`src/rtl/vol_pkg.sv`:
```
// Package: shared constants and the per-half-decibel mantissa table.
// Assumes the default code is a multiple of the codes-per-octave count.
package vol_pkg;
    localparam int CODE_W     = 8;
    localparam int FRAC_W     = 14;
    localparam int MANT_W     = 16;
    localparam int OCT_STEPS  = 12;
    localparam logic [CODE_W-1:0] CODE_UNITY = 8'h18;
    localparam logic [CODE_W-1:0] CODE_TOP   = 8'h3C;

    // Mantissa for a fractional-octave index r: round(2^14 * 10^(r/40)).
    function automatic logic [MANT_W-1:0] mant_of(input logic [3:0] r);
        case (r)
            4'd0:    mant_of = 16'd16384;
            4'd1:    mant_of = 16'd17355;
            4'd2:    mant_of = 16'd18383;
            4'd3:    mant_of = 16'd19472;
            4'd4:    mant_of = 16'd20626;
            4'd5:    mant_of = 16'd21848;
            4'd6:    mant_of = 16'd23143;
            4'd7:    mant_of = 16'd24514;
            4'd8:    mant_of = 16'd25967;
            4'd9:    mant_of = 16'd27506;
            4'd10:   mant_of = 16'd29135;
            4'd11:   mant_of = 16'd30862;
            default: mant_of = 16'd16384;
        endcase
    endfunction
endpackage

```
`src/rtl/vol_ramp.sv`:
```
// Module: per-channel applied-code ramp. Holds the unity code while power
// is low and steps one code toward a clamped target on each strobe.
// Assumes the target may be any 8-bit value; values above CODE_MAX are clamped.
module vol_ramp #(
    parameter int CODE_W = 8,
    parameter logic [CODE_W-1:0] CODE_DEF = 8'h18,
    parameter logic [CODE_W-1:0] CODE_MAX = 8'h3C
) (
    input  logic              clk,
    input  logic              rst_n,
    input  logic              pwr,
    input  logic              stb,
    input  logic [CODE_W-1:0] target_raw,
    output logic [CODE_W-1:0] code
);
    logic [CODE_W-1:0] tgt;

    // Clamp the requested code to the supported top of the range.
    always_comb tgt = (target_raw > CODE_MAX) ? CODE_MAX : target_raw;

    // Hold at default without power; otherwise step toward target per strobe.
    always_ff @(posedge clk) begin
        if (!rst_n)          code <= CODE_DEF;
        else if (!pwr)       code <= CODE_DEF;
        else if (stb) begin
            if (code < tgt)      code <= code + 1'b1;
            else if (code > tgt) code <= code - 1'b1;
        end
    end

    AST_HOLD_DEFAULT: assert property (@(posedge clk) disable iff (!rst_n)
        !pwr |=> code == CODE_DEF);
    AST_NO_STROBE_HOLD: assert property (@(posedge clk) disable iff (!rst_n)
        (pwr && !stb) |=> $stable(code));
    AST_SETTLED: assert property (@(posedge clk) disable iff (!rst_n)
        (pwr && stb && code == tgt) |=> $stable(code));
    AST_STEP_UP: assert property (@(posedge clk) disable iff (!rst_n)
        (pwr && stb && code < tgt) |=> code == $past(code) + 1'b1);
    AST_STEP_DOWN: assert property (@(posedge clk) disable iff (!rst_n)
        (pwr && stb && code > tgt) |=> code == $past(code) - 1'b1);
endmodule

```
`src/rtl/vol_gain.sv`:
```
// Module: combinational code-to-gain scaler. Splits the code into octave and
// fraction, multiplies by the mantissa, rounds half up, shifts, and clips.
// Assumes code <= CODE_MAX so the shift amount stays positive.
module vol_gain
    import vol_pkg::*;
#(
    parameter int W = 16,
    parameter int CW = 8,
    parameter logic [CW-1:0] CODE_DEF = 8'h18
) (
    input  logic [CW-1:0]       code,
    input  logic signed [W-1:0] x,
    output logic signed [W-1:0] y
);
    localparam int PW       = W + MANT_W + 1;
    localparam int OCT_BIAS = int'(CODE_DEF) / OCT_STEPS;
    localparam logic signed [PW-1:0] YMAX = PW'((64'sd1 <<< (W - 1)) - 1);
    localparam logic signed [PW-1:0] YMIN = -PW'(64'sd1 <<< (W - 1));

    logic [CW-1:0]              oct_idx;
    logic [CW-1:0]              frac_idx;
    logic [MANT_W-1:0]          mant;
    logic [5:0]                 shamt;
    logic signed [PW-1:0]       prod;
    logic signed [PW-1:0]       biased;
    logic signed [PW-1:0]       shifted;

    // Split the code into octave count and half-decibel index.
    always_comb begin
        oct_idx  = code / CW'(OCT_STEPS);
        frac_idx = code % CW'(OCT_STEPS);
        mant     = mant_of(frac_idx[3:0]);
        shamt    = 6'(FRAC_W + OCT_BIAS) - oct_idx[5:0];
    end

    // Multiply, round half up, shift, and clip to the sample width.
    always_comb begin
        prod    = PW'(x) * $signed({1'b0, mant});
        biased  = prod + (PW'(1) <<< (shamt - 6'd1));
        shifted = biased >>> shamt;
        if (shifted > YMAX)      y = YMAX[W-1:0];
        else if (shifted < YMIN) y = YMIN[W-1:0];
        else                     y = shifted[W-1:0];
    end
endmodule

```
`src/rtl/softramp_volume.sv`:
```
// Module: stereo soft-ramp volume top. Chooses per-channel targets (linked
// or independent), ramps each applied code, scales samples and registers them.
// Assumes sample_stb is a single-cycle pulse per sample pair.
module softramp_volume
    import vol_pkg::*;
#(
    parameter int W = 16,
    parameter int CW = 8,
    parameter logic [CW-1:0] CODE_DEF = 8'h18,
    parameter logic [CW-1:0] CODE_MAX = 8'h3C
) (
    input  logic                clk,
    input  logic                rst_n,
    input  logic                sample_stb,
    input  logic                dac_pwr,
    input  logic                link_lr,
    input  logic [CW-1:0]       vol_code_l,
    input  logic [CW-1:0]       vol_code_r,
    input  logic signed [W-1:0] din_l,
    input  logic signed [W-1:0] din_r,
    output logic signed [W-1:0] dout_l,
    output logic signed [W-1:0] dout_r,
    output logic                dout_valid
);
    localparam int NCH = 2;

    logic [CW-1:0]       tgt  [NCH];
    logic [CW-1:0]       code [NCH];
    logic signed [W-1:0] din  [NCH];
    logic signed [W-1:0] scl  [NCH];
    logic signed [W-1:0] dq   [NCH];

    // Route targets: right follows left when linked.
    always_comb begin
        tgt[0] = vol_code_l;
        tgt[1] = link_lr ? vol_code_l : vol_code_r;
        din[0] = din_l;
        din[1] = din_r;
    end

    for (genvar ch = 0; ch < NCH; ch++) begin : g_ch
        vol_ramp #(.CODE_W(CW), .CODE_DEF(CODE_DEF), .CODE_MAX(CODE_MAX)) u_ramp (
            .clk(clk), .rst_n(rst_n), .pwr(dac_pwr), .stb(sample_stb),
            .target_raw(tgt[ch]), .code(code[ch])
        );
        vol_gain #(.W(W), .CW(CW), .CODE_DEF(CODE_DEF)) u_gain (
            .code(code[ch]), .x(din[ch]), .y(scl[ch])
        );

        // Capture the scaled sample on each strobe.
        always_ff @(posedge clk) begin
            if (!rst_n)          dq[ch] <= '0;
            else if (sample_stb) dq[ch] <= scl[ch];
        end
    end

    // Pulse valid one cycle after each strobe.
    always_ff @(posedge clk) begin
        if (!rst_n) dout_valid <= 1'b0;
        else        dout_valid <= sample_stb;
    end

    assign dout_l = dq[0];
    assign dout_r = dq[1];

    AST_VALID_PULSE: assert property (@(posedge clk) disable iff (!rst_n)
        sample_stb |=> dout_valid);
    AST_VALID_IDLE: assert property (@(posedge clk) disable iff (!rst_n)
        !sample_stb |=> !dout_valid);
    AST_OUT_HOLD: assert property (@(posedge clk) disable iff (!rst_n)
        !sample_stb |=> ($stable(dout_l) && $stable(dout_r)));
endmodule

```
`config.mk`:
```
export PLATFORM = sky130hd
export DESIGN_NAME = softramp_volume
export DESIGN_NICKNAME = d
export VERILOG_FILES = /design/src/rtl/vol_pkg.sv /design/src/rtl/vol_ramp.sv /design/src/rtl/vol_gain.sv /design/src/rtl/softramp_volume.sv
export SDC_FILE = /design/constraint.sdc
export NUM_CORES = 2
export LEC_CHECK = 0
export BUFFER_PORTS_ARGS = -buffer_cell sky130_fd_sc_hd__buf_2
export CAP_MARGIN = 10
export CELL_PAD_IN_SITES_DETAIL_PLACEMENT = 1
export CELL_PAD_IN_SITES_GLOBAL_PLACEMENT = 1
export CORE_MARGIN = 2
export CORE_UTILIZATION = 51
export DETAILED_ROUTE_END_ITERATION = 6
export GPL_TIMING_DRIVEN = 0
export PLACE_DENSITY_LB_ADDON = 0.08
export SETUP_SLACK_MARGIN = 0.3
export SYNTH_ARGS = -nofsm -noshare
export SYNTH_HDL_FRONTEND = slang
export SYNTH_SLANG_ARGS = --single-unit
export TNS_END_PERCENT = 5
```
`constraint.sdc`:
```
create_clock -name clk -period 13.4 [get_ports clk]
set_input_delay 0.67 -clock clk [delete_from_list [all_inputs] [get_ports clk]]
set_output_delay 0.67 -clock clk [all_outputs]
set_load 0.1 [all_outputs]
```
==> run_summary.xml <==
<?xml version="1.0" encoding="UTF-8"?>
<metrics>
  <group name="global_routing">
    <metric name="grt.total_usage" unit="%">34.87</metric>
    <metric name="grt_antenna_before_repair" unit="">5</metric>
    <metric name="grt_max_degree" unit="">33</metric>
    <metric name="first_global_vias" unit="">29840</metric>
    <metric name="grt_pass1_wl" unit="um">162000</metric>
    <metric name="globalRouteOverflowTotal" unit="">0</metric>
  </group>
  <group name="detailed_routing">
    <metric name="antenna_violation_net_count_after_detailed_routing" unit="">0</metric>
    <metric name="drt-wirelength-per-cell" unit="um">22.89</metric>
    <metric name="viasPerCell" unit="">6.077</metric>
    <metric name="drt_first_pass_iters" unit="">6</metric>
    <metric name="remaining_drc_errors" unit="">0</metric>
    <metric name="detail_route.iter0.violations" unit="">1416</metric>
    <metric name="route.vias.total" unit="">26870</metric>
    <metric name="wl" unit="um">101200</metric>
  </group>
  <group name="yosys">
    <metric name="syn_inst" unit="">3555</metric>
    <metric name="postSynthRegisterBits" unit="">49</metric>
    <metric name="synthDominantAreaCellType" unit="">fa_1</metric>
    <metric name="synth_area_leaders" unit="">fa_1 (30%), ha_1 (13%), inv_1 (7.3%), and2_1 (5.5%), nand2_1 (5.1%)</metric>
    <metric name="dominantRegCellSynth" unit="">edfxtp_1</metric>
    <metric name="netlist_area" unit="sq mm">0.02881</metric>
    <metric name="synth-seq-area-share" unit="%">4.516</metric>
    <metric name="synth.avg_cell_area" unit="sq um">8.105</metric>
    <metric name="ys.warnings.count" unit="">0</metric>
    <metric name="synth.lib_cells_used.distinct" unit="">113</metric>
    <metric name="synth_top_area_share" unit="%">29.60</metric>
    <metric name="synth_edf_count" unit="">32</metric>
    <metric name="postSynth.asyncResetShare" unit="%">0</metric>
  </group>
  <group name="worst_setup_path">
    <metric name="path_class" unit="">reg -&gt; reg</metric>
    <metric name="slowest_stage" unit="">fa_1</metric>
    <metric name="setup.reg_to_reg.worst_slack" unit="ns">0.70</metric>
    <metric name="path_common_cell" unit="">buf_2</metric>
    <metric name="timing.rr.start" unit="">g_ch[0].u_ramp.code[5]</metric>
    <metric name="timing.critical_path.fanout_max" unit="">12</metric>
    <metric name="crit_path_max_incr_delay" unit="ns">0.62</metric>
    <metric name="crit-reg2reg-capture" unit="">dq[0][14]</metric>
    <metric name="crit_path_start_kind" unit="">flop</metric>
    <metric name="crit_path_end" unit="">dq[0][14]</metric>
    <metric name="required" unit="ns">13.46</metric>
    <metric name="reg2reg_depth" unit="">44</metric>
    <metric name="worst_setup_path_startpoint" unit="">g_ch[0].u_ramp.code[5]</metric>
    <metric name="worst_setup_path_end_kind" unit="">flop</metric>
    <metric name="timing.critical_path.arrival" unit="ns">12.76</metric>
  </group>
  <group name="sta">
    <metric name="timing.final.hold_violations" unit="">0</metric>
    <metric name="slew-limit-headroom" unit="%">13.60</metric>
    <metric name="tns" unit="ns">0</metric>
    <metric name="timing.fmax" unit="GHz">0.07876</metric>
    <metric name="timing.final.crit_share" unit="%">94.75</metric>
    <metric name="report.final.setup_viol" unit="">0</metric>
    <metric name="rsz0062_at_grt" unit="">yes</metric>
    <metric name="final-max-slew-violation-count" unit="">0</metric>
    <metric name="max_slew.worst_pin.slew" unit="ns">1.260</metric>
    <metric name="final_period_minus_worst_setup_slack" unit="ns">12.70</metric>
    <metric name="worst_clock_skew" unit="ns">0.008289</metric>
  </group>
  <group name="clock_network">
    <metric name="clockRootBuffer" unit="">clkbuf_16</metric>
    <metric name="cts_setup_buffers" unit="">0</metric>
    <metric name="cts_buffers" unit="">5</metric>
    <metric name="cts_tree" unit="">done</metric>
    <metric name="max-clock-path-buffers" unit="">2</metric>
    <metric name="cts_clk_pin_slew_worst_paths" unit="ns">0.08</metric>
    <metric name="worst_skew_pair_latency" unit="ns">0.31</metric>
    <metric name="htree_num_levels" unit="">2</metric>
    <metric name="cts.sink_count" unit="">49</metric>
  </group>
  <group name="floorplanning">
    <metric name="num_rows" unit="">87</metric>
    <metric name="die-height" unit="um">241.7</metric>
    <metric name="die-width" unit="um">241.7</metric>
    <metric name="core" unit="sq mm">0.05617</metric>
    <metric name="effective_utilization_at_floorplan" unit="%">51.30</metric>
    <metric name="die-area" unit="sq mm">0.05841</metric>
    <metric name="io_pins" unit="">86</metric>
  </group>
  <group name="finish">
    <metric name="mostFrequentLayoutCells" unit="">inv_1 (558), fa_1 (426), nand2_1 (389), ha_1 (292), and2_1 (254)</metric>
    <metric name="fraction_of_final_layout_cells_with_drive_strength_greater_than_1" unit="%">6.636</metric>
    <metric name="area_delta_synth_final" unit="%">5.641</metric>
    <metric name="design.final.nets" unit="">4432</metric>
    <metric name="commonest_non_fill_non_tap_cell_in_the_layout" unit="">inv_1</metric>
  </group>
  <group name="placement">
    <metric name="detailed_place_hpwl" unit="um">85730</metric>
    <metric name="globalplace.congestion" unit="">0.9399</metric>
    <metric name="port_buffers" unit="">85</metric>
  </group>
  <group name="min_path">
    <metric name="worstHoldPathType" unit="">in -&gt; reg</metric>
    <metric name="min_from" unit="">sample_stb</metric>
  </group>
  <group name="run">
    <metric name="drv.max_cap_violation_count" unit="">0</metric>
  </group>
  <group name="run_status">
    <metric name="outcome" unit="">completed</metric>
  </group>
</metrics>
==> cell usage after synthesis, types with 31 or more instances <==
cell type / n
buf_2: 32
o21ai_0: 137
nor2_1: 207
and2_1: 254
edfxtp_1: 32
ha_1: 292
mux2i_1: 79
nand2_1: 389
a21o_1: 44
clkbuf_1: 122
xnor2_1: 41
nand2b_1: 36
nor2b_1: 33
and3_1: 31
a21oi_1: 155
o211ai_1: 38
fa_1: 426
inv_1: 558
nor3_1: 56
a211oi_1: 50
nand3_1: 51
==> layer usage <==
layer	vias up	share of wire, %	track usage, %
met5	-	0.039	0
met2	854	51	63.69
li1	12030	-	-
met1	13660	38	40.33
met4	6	5.6	16.99
met3	320	4.6	4.195
==> flip-flops by register name, indices dropped and copies added (netlist names) <==
register          count
dout_valid            1
dq                   32
g_ch.u_ramp.code     16
==> how the worst min path moves through the flow <==
stage,end,slack [ns],cells past startpoint
floorplan,g_ch[0].u_ramp.code[2],0.63,2
global placement,g_ch[1].u_ramp.code[2],0.79,4
detailed placement,g_ch[1].u_ramp.code[2],0.82,4
CTS,g_ch[1].u_ramp.code[2],0.75,3
global route,g_ch[1].u_ramp.code[2],0.81,3
finish,g_ch[1].u_ramp.code[2],0.76,3
==> worst max-delay path, delay by kind of cell, from the launching register on <==
family / cells / cell delay [ns]
simple gates: 18 / 3.95
buf+inv: 12 / 3.00
xor+xnor: 2 / 1.11
compound gates: 5 / 0.85
fa+ha+maj: 7 / 3.03
flops: 1 / 0.48
==> cells by family after synthesis <==
| logic type | count (synthesis) | synth area share [%] |
|---|---|---|
| and+or+nand+nor | 1179 | 20.43 |
| buffers and inverters | 742 | 10.11 |
| DFF | 49 | 4.516 |
| AOI/OAI and AO/OA | 699 | 16.68 |
| xor gates and xnor gates | 60 | 1.850 |
| other | 2 | 0.02606 |
| adders and majority gates | 718 | 42.28 |
| muxes | 106 | 4.112 |
==> cell type report <==
| class | instances | area (sq um) |
|---|---|---|
| Clock buffer | 5 | 125.1 |
| Timing Repair Buffer | 89 | 450.4 |
| Inverter | 561 | 2106 |
| Fill cell | 7002 | 25730 |
| Tap cell | 756 | 945.9 |
| Multi-Input combinational cell | 2774 | 24650 |
| Clock inverter | 3 | 41.29 |
| Antenna cell | 3 | 7.507 |
| Sequential cell | 49 | 1301 |
| Buffer | 181 | 813.3 |
==> repair_timing <==
item	in CTS	in global routing
hold buffers	0	0
setup endpoints to repair	1	30
resized for setup	1	12
==> stage by stage <==
stage          hold slack, ns  setup WS [ns]  cell area (sq um)  util (%)  cells
6_report               0.7560         0.7029              30440     54.19   4421
5_1_grt                0.8075         0.1998              30430     54.18   4419
4_1_cts                0.7507         0.6324              30400     54.13   4416
3_5_place_dp           0.8218         0.3379              30240     53.83   4408
3_3_place_gp           0.7890         0.5676              30220     53.80   4406
2_1_floorplan          0.6281          2.907              28850         -   3565
Power is not shown: default switching activity piles up to over one toggle a cycle in this logic, so the estimate is an artifact.
